**src/rtl/sxu_pkg.sv**
```systemverilog
package sxu_pkg;

   typedef enum logic [1:0] {
      WM_OFF   = 2'b00,
      WM_THREE = 2'b01,
      WM_TWO   = 2'b10,
      WM_RSVD  = 2'b11
   } wire_mode_e;

   typedef enum logic [1:0] {
      CS_NONE  = 2'b00,
      CS_PIN   = 2'b01,
      CS_TIMER = 2'b10,
      CS_SOFT  = 2'b11
   } clk_src_e;

   localparam logic [1:0] ADDR_DATA = 2'd0;
   localparam logic [1:0] ADDR_STAT = 2'd1;
   localparam logic [1:0] ADDR_CTRL = 2'd2;

   localparam int BIT_START  = 7;
   localparam int BIT_OVF    = 6;
   localparam int BIT_STROBE = 0;
   localparam int MODE_LSB   = 4;
   localparam int SRC_LSB    = 2;

endpackage

```
**src/rtl/sxu_sync.sv**
```systemverilog
module sxu_sync #(
   parameter int   STAGES  = 2,
   parameter logic RST_VAL = 1'b1
) (
   input  logic clk,
   input  logic rst_n,
   input  logic d,
   output logic q,
   output logic q_prev
);

   logic [STAGES-1:0] chain;

   generate
      if (STAGES < 1) begin : g_bad_stages
         $error("sxu_sync: STAGES must be at least 1");
      end
      if (STAGES == 1) begin : g_single
         always_ff @(posedge clk or negedge rst_n) begin
            if (!rst_n) chain <= RST_VAL;
            else        chain <= d;
         end
      end else begin : g_multi
         always_ff @(posedge clk or negedge rst_n) begin
            if (!rst_n) chain <= {STAGES{RST_VAL}};
            else        chain <= {chain[STAGES-2:0], d};
         end
      end
   endgenerate

   always_ff @(posedge clk or negedge rst_n) begin
      if (!rst_n) q_prev <= RST_VAL;
      else        q_prev <= chain[STAGES-1];
   end

   assign q = chain[STAGES-1];

endmodule

```
**src/rtl/sxu_clkctl.sv**
```systemverilog
module sxu_clkctl
   import sxu_pkg::*;
(
   input  logic       clk,
   input  logic       rst_n,
   input  clk_src_e   clk_src,
   input  wire_mode_e wire_mode,
   input  logic       scl_s,
   input  logic       scl_p,
   input  logic       sda_s,
   input  logic       sda_p,
   input  logic       tmr_match,
   input  logic       soft_strobe,
   output logic       shift_evt,
   output logic       count_evt,
   output logic       latch_open,
   output logic       start_evt
);

   logic scl_rise, scl_fall;

   assign scl_rise = scl_s & ~scl_p;
   assign scl_fall = ~scl_s & scl_p;

   always_comb begin
      shift_evt  = soft_strobe;
      count_evt  = soft_strobe;
      latch_open = 1'b1;
      unique case (clk_src)
         CS_PIN: begin
            shift_evt  = soft_strobe | scl_rise;
            count_evt  = soft_strobe | scl_rise | scl_fall;
            latch_open = ~scl_s;
         end
         CS_TIMER: begin
            shift_evt = soft_strobe | tmr_match;
            count_evt = soft_strobe | tmr_match;
         end
         default: ;
      endcase
   end

   // start: data line falls while the clock stays high across both samples
   assign start_evt = (wire_mode == WM_TWO) & scl_s & scl_p & sda_p & ~sda_s;

   a_r4_fall_counts_only: assert property (@(posedge clk) disable iff (!rst_n)
      (clk_src == CS_PIN && scl_p && !scl_s && !soft_strobe) |-> (!shift_evt && count_evt));

endmodule

```
**src/rtl/sxu_shifter.sv**
```systemverilog
module sxu_shifter #(
   parameter int DATA_W    = 8,
   parameter bit OUT_LATCH = 1'b1
) (
   input  logic              clk,
   input  logic              rst_n,
   input  logic              load_en,
   input  logic [DATA_W-1:0] load_data,
   input  logic              shift_en,
   input  logic              ser_in,
   input  logic              latch_open,
   output logic [DATA_W-1:0] data_q,
   output logic              out_bit
);

   always_ff @(posedge clk or negedge rst_n) begin
      if (!rst_n)        data_q <= '0;
      else if (load_en)  data_q <= load_data;
      else if (shift_en) data_q <= {data_q[DATA_W-2:0], ser_in};
   end

   generate
      if (OUT_LATCH) begin : g_latch
         logic hold_q;
         always_ff @(posedge clk or negedge rst_n) begin
            if (!rst_n)          hold_q <= 1'b0;
            else if (latch_open) hold_q <= data_q[DATA_W-1];
         end
         assign out_bit = hold_q;

         a_r4_latch_closed_holds: assert property (@(posedge clk) disable iff (!rst_n)
            !latch_open |=> out_bit == $past(out_bit));
      end else begin : g_direct
         assign out_bit = data_q[DATA_W-1];
      end
   endgenerate

   a_r3_shift_takes_input: assert property (@(posedge clk) disable iff (!rst_n)
      (shift_en && !load_en) |=> data_q[0] == $past(ser_in));

endmodule

```
**src/rtl/serial_shift_unit.sv**
```systemverilog
module serial_shift_unit
   import sxu_pkg::*;
#(
   parameter int DATA_W      = 8,
   parameter int CNT_W       = 4,
   parameter int SYNC_STAGES = 2,
   parameter bit OUT_LATCH   = 1'b1
) (
   input  logic              clk,
   input  logic              rst_n,
   input  logic [1:0]        addr,
   input  logic              wr_en,
   input  logic [DATA_W-1:0] wr_data,
   output logic [DATA_W-1:0] rd_data,
   input  logic              tmr_match,
   input  logic              sda_in,
   output logic              sda_oe,
   input  logic              scl_in,
   output logic              scl_oe,
   output logic              do_out,
   output logic              irq_start,
   output logic              irq_ovf
);

   localparam logic [CNT_W-1:0] CNT_MAX = {CNT_W{1'b1}};

   generate
      if (DATA_W < 8) begin : g_bad_width
         $error("serial_shift_unit: DATA_W must be at least 8");
      end
      if (CNT_W < 2 || CNT_W > DATA_W - 2) begin : g_bad_cnt
         $error("serial_shift_unit: CNT_W must fit below the status flags");
      end
   endgenerate

   logic scl_s, scl_p, sda_s, sda_p;
   logic shift_evt, count_evt, latch_open, start_evt;
   logic data_wr, stat_wr, ctrl_wr, soft_strobe;
   logic [DATA_W-1:0] data_q;
   logic out_bit;

   wire_mode_e mode_q;
   clk_src_e   src_q;
   logic       start_ie, ovf_ie;
   logic       start_flag, ovf_flag;
   logic [CNT_W-1:0] cnt_q;
   logic two_wire, three_wire, wrap;

   assign data_wr = wr_en && (addr == ADDR_DATA);
   assign stat_wr = wr_en && (addr == ADDR_STAT);
   assign ctrl_wr = wr_en && (addr == ADDR_CTRL);
   assign soft_strobe = ctrl_wr && wr_data[BIT_STROBE] &&
                        (clk_src_e'(wr_data[SRC_LSB +: 2]) == CS_SOFT);

   sxu_sync #(.STAGES(SYNC_STAGES), .RST_VAL(1'b1)) u_scl_sync (
      .clk(clk), .rst_n(rst_n), .d(scl_in), .q(scl_s), .q_prev(scl_p));

   sxu_sync #(.STAGES(SYNC_STAGES), .RST_VAL(1'b1)) u_sda_sync (
      .clk(clk), .rst_n(rst_n), .d(sda_in), .q(sda_s), .q_prev(sda_p));

   sxu_clkctl u_clkctl (
      .clk(clk), .rst_n(rst_n), .clk_src(src_q), .wire_mode(mode_q),
      .scl_s(scl_s), .scl_p(scl_p), .sda_s(sda_s), .sda_p(sda_p),
      .tmr_match(tmr_match), .soft_strobe(soft_strobe),
      .shift_evt(shift_evt), .count_evt(count_evt),
      .latch_open(latch_open), .start_evt(start_evt));

   sxu_shifter #(.DATA_W(DATA_W), .OUT_LATCH(OUT_LATCH)) u_shifter (
      .clk(clk), .rst_n(rst_n), .load_en(data_wr), .load_data(wr_data),
      .shift_en(shift_evt), .ser_in(sda_s), .latch_open(latch_open),
      .data_q(data_q), .out_bit(out_bit));

   assign wrap = count_evt && (cnt_q == CNT_MAX);

   always_ff @(posedge clk or negedge rst_n) begin
      if (!rst_n) begin
         cnt_q      <= '0;
         start_flag <= 1'b0;
         ovf_flag   <= 1'b0;
         mode_q     <= WM_OFF;
         src_q      <= CS_NONE;
         start_ie   <= 1'b0;
         ovf_ie     <= 1'b0;
      end else begin
         if (stat_wr)        cnt_q <= wr_data[CNT_W-1:0];
         else if (count_evt) cnt_q <= cnt_q + 1'b1;
         ovf_flag   <= wrap | (ovf_flag & ~(stat_wr & wr_data[BIT_OVF]));
         start_flag <= start_evt | (start_flag & ~(stat_wr & wr_data[BIT_START]));
         if (ctrl_wr) begin
            start_ie <= wr_data[BIT_START];
            ovf_ie   <= wr_data[BIT_OVF];
            mode_q   <= wire_mode_e'(wr_data[MODE_LSB +: 2]);
            src_q    <= clk_src_e'(wr_data[SRC_LSB +: 2]);
         end
      end
   end

   always_comb begin
      rd_data = '0;
      unique case (addr)
         ADDR_DATA: rd_data = data_q;
         ADDR_STAT: begin
            rd_data[BIT_START]  = start_flag;
            rd_data[BIT_OVF]    = ovf_flag;
            rd_data[CNT_W-1:0]  = cnt_q;
         end
         ADDR_CTRL: begin
            rd_data[BIT_START]         = start_ie;
            rd_data[BIT_OVF]           = ovf_ie;
            rd_data[MODE_LSB +: 2]     = mode_q;
            rd_data[SRC_LSB +: 2]      = src_q;
         end
         default: ;
      endcase
   end

   assign two_wire   = (mode_q == WM_TWO);
   assign three_wire = (mode_q == WM_THREE);
   assign do_out     = three_wire & out_bit;
   assign sda_oe     = two_wire & ~out_bit;
   assign scl_oe     = two_wire & (start_flag | ovf_flag);
   assign irq_start  = start_flag & start_ie;
   assign irq_ovf    = ovf_flag & ovf_ie;

   a_r2_counter_load: assert property (@(posedge clk) disable iff (!rst_n)
      stat_wr |=> cnt_q == $past(wr_data[CNT_W-1:0]));

   a_r7_wrap_sets_ovf: assert property (@(posedge clk) disable iff (!rst_n)
      (count_evt && cnt_q == CNT_MAX) |=> ovf_flag);

   a_r8_start_needs_two_wire: assert property (@(posedge clk) disable iff (!rst_n)
      $rose(start_flag) |-> $past(mode_q) == WM_TWO);

   a_r9_no_hold_outside_two_wire: assert property (@(posedge clk) disable iff (!rst_n)
      (mode_q != WM_TWO) |-> !scl_oe);

   a_r10_three_wire_no_sda_pull: assert property (@(posedge clk) disable iff (!rst_n)
      (mode_q == WM_THREE) |-> !sda_oe);

endmodule

```
**config.mk**
```make
export PLATFORM = sky130hd
export DESIGN_NAME = serial_shift_unit
export DESIGN_NICKNAME = d
export VERILOG_FILES = /design/src/rtl/sxu_pkg.sv /design/src/rtl/sxu_sync.sv /design/src/rtl/sxu_clkctl.sv /design/src/rtl/sxu_shifter.sv /design/src/rtl/serial_shift_unit.sv
export SDC_FILE = /design/constraint.sdc
export NUM_CORES = 1
export LEC_CHECK = 0
export BUFFER_PORTS_ARGS = -buffer_cell sky130_fd_sc_hd__clkbuf_2
export CAP_MARGIN = 30
export CORE_ASPECT_RATIO = 0.75
export CORE_MARGIN = 5
export CORE_UTILIZATION = 48
export DETAILED_ROUTE_END_ITERATION = 8
export PLACE_DENSITY = 0.78
export SYNTH_ARGS = -nofsm -noshare
export SYNTH_HDL_FRONTEND = slang
export SYNTH_SLANG_ARGS = --single-unit
```
**constraint.sdc**
```tcl
create_clock -name clk -period 2 [get_ports clk]
set_clock_uncertainty 0.15 [all_clocks]
set_input_delay 0.3 -clock clk [delete_from_list [all_inputs] [get_ports clk]]
set_output_delay 0.3 -clock clk [all_outputs]
set_load 0.005 [all_outputs]
```
## Yosys cells after proc, flatten, opt, wreduce, memory -nomap -nowiden

Index checks and enable logic that the tools add are counted.

| cells by class | value |
|---|---|
| add/sub/neg operators | 1 |
| muxes and demuxes | 11 |
| reduce and logical (&&, ||, !) cells | 9 |
| eq/ne operators | 8 |
| bitwise logic cells | 27 |

Operators with widths:

| cell | number |
|---|---|
| $mux 8 | 2 |
| $and 1x1->1 | 15 |
| $pmux 2 s3 | 2 |
| $eq 2x2->1 const B | 4 |
| $mux 4 | 2 |
| $pmux 2 s2 | 2 |
| $eq 2x1->1 const B | 3 |
| $logic_and 1x1->1 | 6 |
| $not 1->1 | 6 |
| $or 1x1->1 | 6 |
| $add 4x1->4 const B | 1 |
| $eq 4x4->1 const B | 1 |
| $pmux 1 s2 | 2 |
| $reduce_bool 2->1 | 2 |
| $logic_not 2->1 | 1 |
| $mux 1 | 1 |

| storage, ports and cells | value |
|---|---|
| output and inout port bits | 13 |
| register bits | 27 |

## Longest topological paths before layout

| logic depth | value |
|---|---|
| word-level depth | 9 |
| gate-level depth with buffers | 8 |
| depth with buffers taken out | 7 |

## By module

Synthesis repeated with hierarchy kept, for this count alone.

| second synthesis, totals | value |
|---|---|
| cells, all modules | 136 |
| area total of the unflattened synthesis | 1433.9 um2 |

By module, submodules not included:

| module | cells each | times used | area an instance (um2) |
|---|---|---|---|
| serial_shift_unit | 76 | 1 | 743.2 |
| sxu_shifter | 36 | 1 | 409.1 |
| sxu_sync | 3 | 2 | 78.8 |
| sxu_clkctl | 18 | 1 | 123.9 |

## Worst setup path after synthesis

OpenSTA, ideal clock, no wires.

| timing path | value |
|---|---|
| kind | register to register |
| start point | reg src_q[0] |
| end point | reg cnt_q[3] |
| setup slack | 97 ps |
| library setup time | 82 ps |
| arrival time | 1671 ps |
| cell stages (with the launch flop) | 9 |
| required time | 1768 ps |
| cell sequence | dfrtp_1 > inv_1 > ha_1 > nor3_2 > nor3_2 > or3_1 > buf_4 > a21o_1 > a31oi_1 |

| on the way | value |
|---|---|
| longest elaborated chain between the ends | 3 |

Ends and longest elaborated chain:

| element | line | RTL |
|---|---|---|
| from (decl) | serial_shift_unit.sv:43 | `clk_src_e src_q;` |
| from (signal assigned) | serial_shift_unit.sv:93 | `src_q <= clk_src_e'(wr_data[SRC_LSB +: 2]);` |
| $eq 2x2->1 / $eq 2x1->1 (equally long branches) | sxu_clkctl.sv:29 | `unique case (clk_src)` |
| $pmux 1 s2 * | sxu_clkctl.sv:29 |  |
| $reduce_bool 2->1 (no source line) * | - |  |
| to (signal assigned) | serial_shift_unit.sv:85 | `if (stat_wr) cnt_q <= wr_data[CNT_W-1:0];` |
| to (signal assigned) | serial_shift_unit.sv:86 | `else if (count_evt) cnt_q <= cnt_q + 1'b1;` |
| to (decl) | serial_shift_unit.sv:46 | `logic [CNT_W-1:0] cnt_q;` |

Mark *: on every way between the ends. The rest lies on a longest branch, timed or not.
A chain may end at the register's enable or synchronous reset.

## Final worst setup path

| timing path | value |
|---|---|
| start point | reg src_q[1] |
| end point | reg cnt_q[3] |

Same word-level chain as after synthesis.

==> load_flow_metrics.sql <==
INSERT INTO impl_metrics (metric_group, metric, value, unit) VALUES
('run_status', 'outcome', 'finished, violations left', ''),
('run_status', 'failed_checks', 'negative setup slack', ''),
('routing', 'detailroute.via_count', '1116', ''),
('timing', 'finalSetupViolCount', '1', ''),
('synthesis', 'mappedNetlistNets', '153', ''),
('synthesis', 'synth_cell_type_count', '31', ''),
('place', 'placed_cell_area', '1610', 'sq um'),
('routing', 'avg_vias_per_cell', '5.37', ''),
('synthesis', 'synth.area.top_cells', 'sky130_fd_sc_hd__dfrtp_1 (38%), sky130_fd_sc_hd__mux2i_1 (12%), sky130_fd_sc_hd__dfstp_2 (11%), sky130_fd_sc_hd__nand2_1 (5.9%), sky130_fd_sc_hd__mux2_2 (5.7%)', ''),
('cells_and_area', 'antenna_diode_instance_count', '0', ''),
('grt', 'grt_use_total', '0.167', ''),
('timing', 'worst_pin_slew', '0.662', 'ns'),
('clock_tree', 'clock_tree.buffer_depth', '2', ''),
('grt', 'grt.overflow.total', '0', ''),
('timing', 'final.hold.worst_slack', '0.113', 'ns'),
('cells_and_area', 'layout-drive-gt1-share', '0.355', ''),
('cells_and_area', 'layout-area-overhead-vs-synth', '25.0', '%'),
('floorplan', 'floorplan.initialDensity', '0.515', ''),
('routing', 'drc', '0', ''),
('floorplan', 'core-area', '2700', 'sq um'),
('timing', 'fin_crit', '2.00', 'ns'),
('cells_and_area', 'nets', '192', ''),
('critical_path', 'cpMaxStageDelayCell', 'sky130_fd_sc_hd__dfrtp_1', ''),
('synthesis', 'count_of_flip_flops_with_a_built_in_enable_after_synthesis', '0', ''),
('power', 'pwr-share-seq', '0.493', ''),
('routing', 'initialDrtViolationCount', '48', ''),
('place', 'gpl_wtd_cong', '0.844', ''),
('critical_path', 'crit_path_max_fanout', '5', ''),
('worst_hold_path', 'min_path_type', 'input pin to register', ''),
('power', 'swShare', '0.338', ''),
('synthesis', 'yosys_most_used_dff', 'sky130_fd_sc_hd__dfrtp_1', ''),
('synthesis', 'postSynthCellCount', '134', ''),
('clock_tree', 'cts_tree', 'yes', ''),
('clock_tree', 'ctsHtreeMaxLevel', '1', ''),
('power', 'pwr_density_cell', '1010', 'nW/um^2'),
('critical_path', 'slowest_delay', '0.45', 'ns'),
('timing', 'grt_setup_unrepaired', 'yes', ''),
('floorplan', 'design.die.area', '4090', 'sq um'),
('synthesis', 'synth.ff_latch_count', '27', ''),
('floorplan', 'placement_rows', '16', ''),
('synthesis', 'post_synth_arst_share', '1.00', ''),
('critical_path', 'criticalPathCategory', 'register to register', ''),
('floorplan', 'chipWidth', '72.2', 'um'),
('timing', 'minimum_setup_slack_in_the_final_design', '-0.00264', 'ns'),
('grt', 'antenna_found_initial', '0', ''),
('power', 'p_switching', '596', 'uW'),
('grt', 'grt_pass1_vias', '1155', ''),
('synthesis', 'mappedNetlistArea', '1390', 'sq um'),
('timing', 'maxSlewHeadroom', '0.559', ''),
('clock_tree', 'clkLatencyLatePin', '0.27', 'ns'),
('power', 'clkPwrFrac', '0.174', ''),
('timing', 'fin_crit_sh', '1.00', ''),
('run', 'cap_violations', '0', ''),
('critical_path', 'timing.critical_path.max_delay_family', 'simple AND/OR/NAND/NOR gates', ''),
('critical_path', 'worst-endpoint-arrival', '2.05', 'ns'),
('grt', 'grt_start_max_net_pins', '28', ''),
('synthesis', 'post-synth-top-area-fraction', '0.378', ''),
('floorplan', 'boundaryPins', '29', ''),
('clock_tree', 'tritoncts_num_sinks', '27', ''),
('critical_path', 'worst_setup_path_start_kind', 'register', ''),
('timing', 'timing_max_transition_violations_final', '0', ''),
('critical_path', 'required', '2.04', 'ns'),
('synthesis', 'avgSynthCellArea', '10.4', 'sq um'),
('grt', 'grt_pass1_wl', '5.29', 'mm'),
('synthesis', 'yosys.area.top_type', 'sky130_fd_sc_hd__dfrtp_1', ''),
('synthesis', 'synth-warning-count', '0', ''),
('place', 'port_buffers', '28', ''),
('place', 'dp.final_hpwl', '2.38', 'mm'),
('timing', 'hold_violation_total_from_the_final_report', '0', ''),
('power', 'combinationalPowerShare', '0.333', ''),
('clock_tree', 'clock_tree.root_cell', 'sky130_fd_sc_hd__clkbuf_8', '');
[registers in the layout, summed over array words and instances, names as in the netlist]
register,count
ovf_flag,1
start_ie,1
u_sda_sync.chain,2
ovf_ie,1
u_shifter.out_bit,1
u_shifter.data_q,8
u_scl_sync.chain,2
src_q,2
u_sda_sync.q_prev,1
u_scl_sync.q_prev,1
cnt_q,4
mode_q,2
start_flag,1
[tightest hold or removal path, stage by stage]
cell	delay, ns
sky130_fd_sc_hd__clkbuf_2	0.10
sky130_fd_sc_hd__nand2_1	0.05
sky130_fd_sc_hd__o21ai_1	0.05
[metal layers]
layer,global-route usage,wire length (um)
met1,0.208,1450
met2,0.275,1580
met3,0.0499,224
met4,0.0536,48
met5,0,0
[path summary, 6_finish.rpt]
| kind | startpoint | to | slack, ns | cells after the start |
|---|---|---|---|---|
| min reg2reg | u_sda_sync.chain[0]$_DFF_PN1_ | u_sda_sync.chain[1]$_DFF_PN1_ | 0.21 | 0 |
| min in group asynchronous | rst_n | start_flag$_DFF_PN0_ | 0.43 | 2 |
| max in group asynchronous | rst_n | u_shifter.data_q[0]$_DFFE_PN0P_ | 0.85 | 2 |
| min | wr_data[1] | cnt_q[1]$_DFFE_PN0P_ | 0.11 | 3 |
| max reg2reg | src_q[1]$_DFFE_PN0N_ | cnt_q[3]$_DFFE_PN0P_ | -0.003 | 6 |
| max | src_q[1]$_DFFE_PN0N_ | cnt_q[3]$_DFFE_PN0P_ | -0.003 | 6 |
[power by group through the flow]
stage	sequential, mW	clock, mW	combinational [mW]
finish	0.868	0.306	0.587
floorplan	0.819	0	0.360
global placement	0.861	0	0.498
global route	0.887	0.338	0.654
CTS	0.860	0.315	0.537
detailed placement	0.872	0	0.524
[per-stage QoR]
stage	utilization	setup WS [ns]	setup TNS [ns]	power, mW	instances
floorplan	-	0.0968	0	1.18	134
global placement	0.596	0.0686	0	1.36	200
detailed placement	0.596	-0.0258	-0.0300	1.40	200
CTS	0.626	-0.00131	-0.00131	1.71	207
global route	0.644	-0.0672	-0.0924	1.88	208
finish	0.644	-0.00264	-0.00264	1.76	208
[logic make-up (layout without fill, tap and decap cells)]
logic type | after synthesis | in the layout | synth area share
xor gates and xnor gates | 2 | 2 | 0.0126
DFF | 27 | 27 | 0.491
and+or+nand+nor | 51 | 51 | 0.190
adders and majority gates | 3 | 3 | 0.0270
AOI/OAI and AO/OA | 20 | 20 | 0.0764
buffers and inverters | 7 | 45 | 0.0243
muxes | 24 | 24 | 0.179
[cells in the final DEF, fill, tap and decap left out, drive strengths merged, types with 2 or more instances in the layout]
cell | synthesis | routed
ha | 3 | 3
nand3b | 2 | 2
clkbuf | 0 | 32
nand3 | 2 | 2
nand2 | 22 | 22
nor2 | 12 | 12
buf | 4 | 7
dfrtp | 21 | 21
dlygate4sd3 | 0 | 3
a21oi | 3 | 3
and2 | 3 | 3
mux2 | 7 | 7
mux2i | 17 | 17
o21ai | 14 | 14
inv | 3 | 3
dfstp | 6 | 6
nor3 | 2 | 2
[repair_timing]
action                                  in CTS  in global routing
endpoints found under the setup margin       2                  4
gates resized for setup                      1                  8
pin swaps                                    0                  4
hold buffers                                 3                  0
buffers inserted                             0                  1
endpoints found under the hold margin       23                  0
[final cells by class]
class                           count  area (sq um)  area share
Multi-Input combinational cell    100           719       0.414
Sequential cell                    27           683       0.393
Timing Repair Buffer               38           235       0.135
Clock buffer                        4          45.0      0.0259
Tap cell                           36          45.0      0.0259
Inverter                            3          11.3     0.00647
Power figures use the tool's default switching activity.
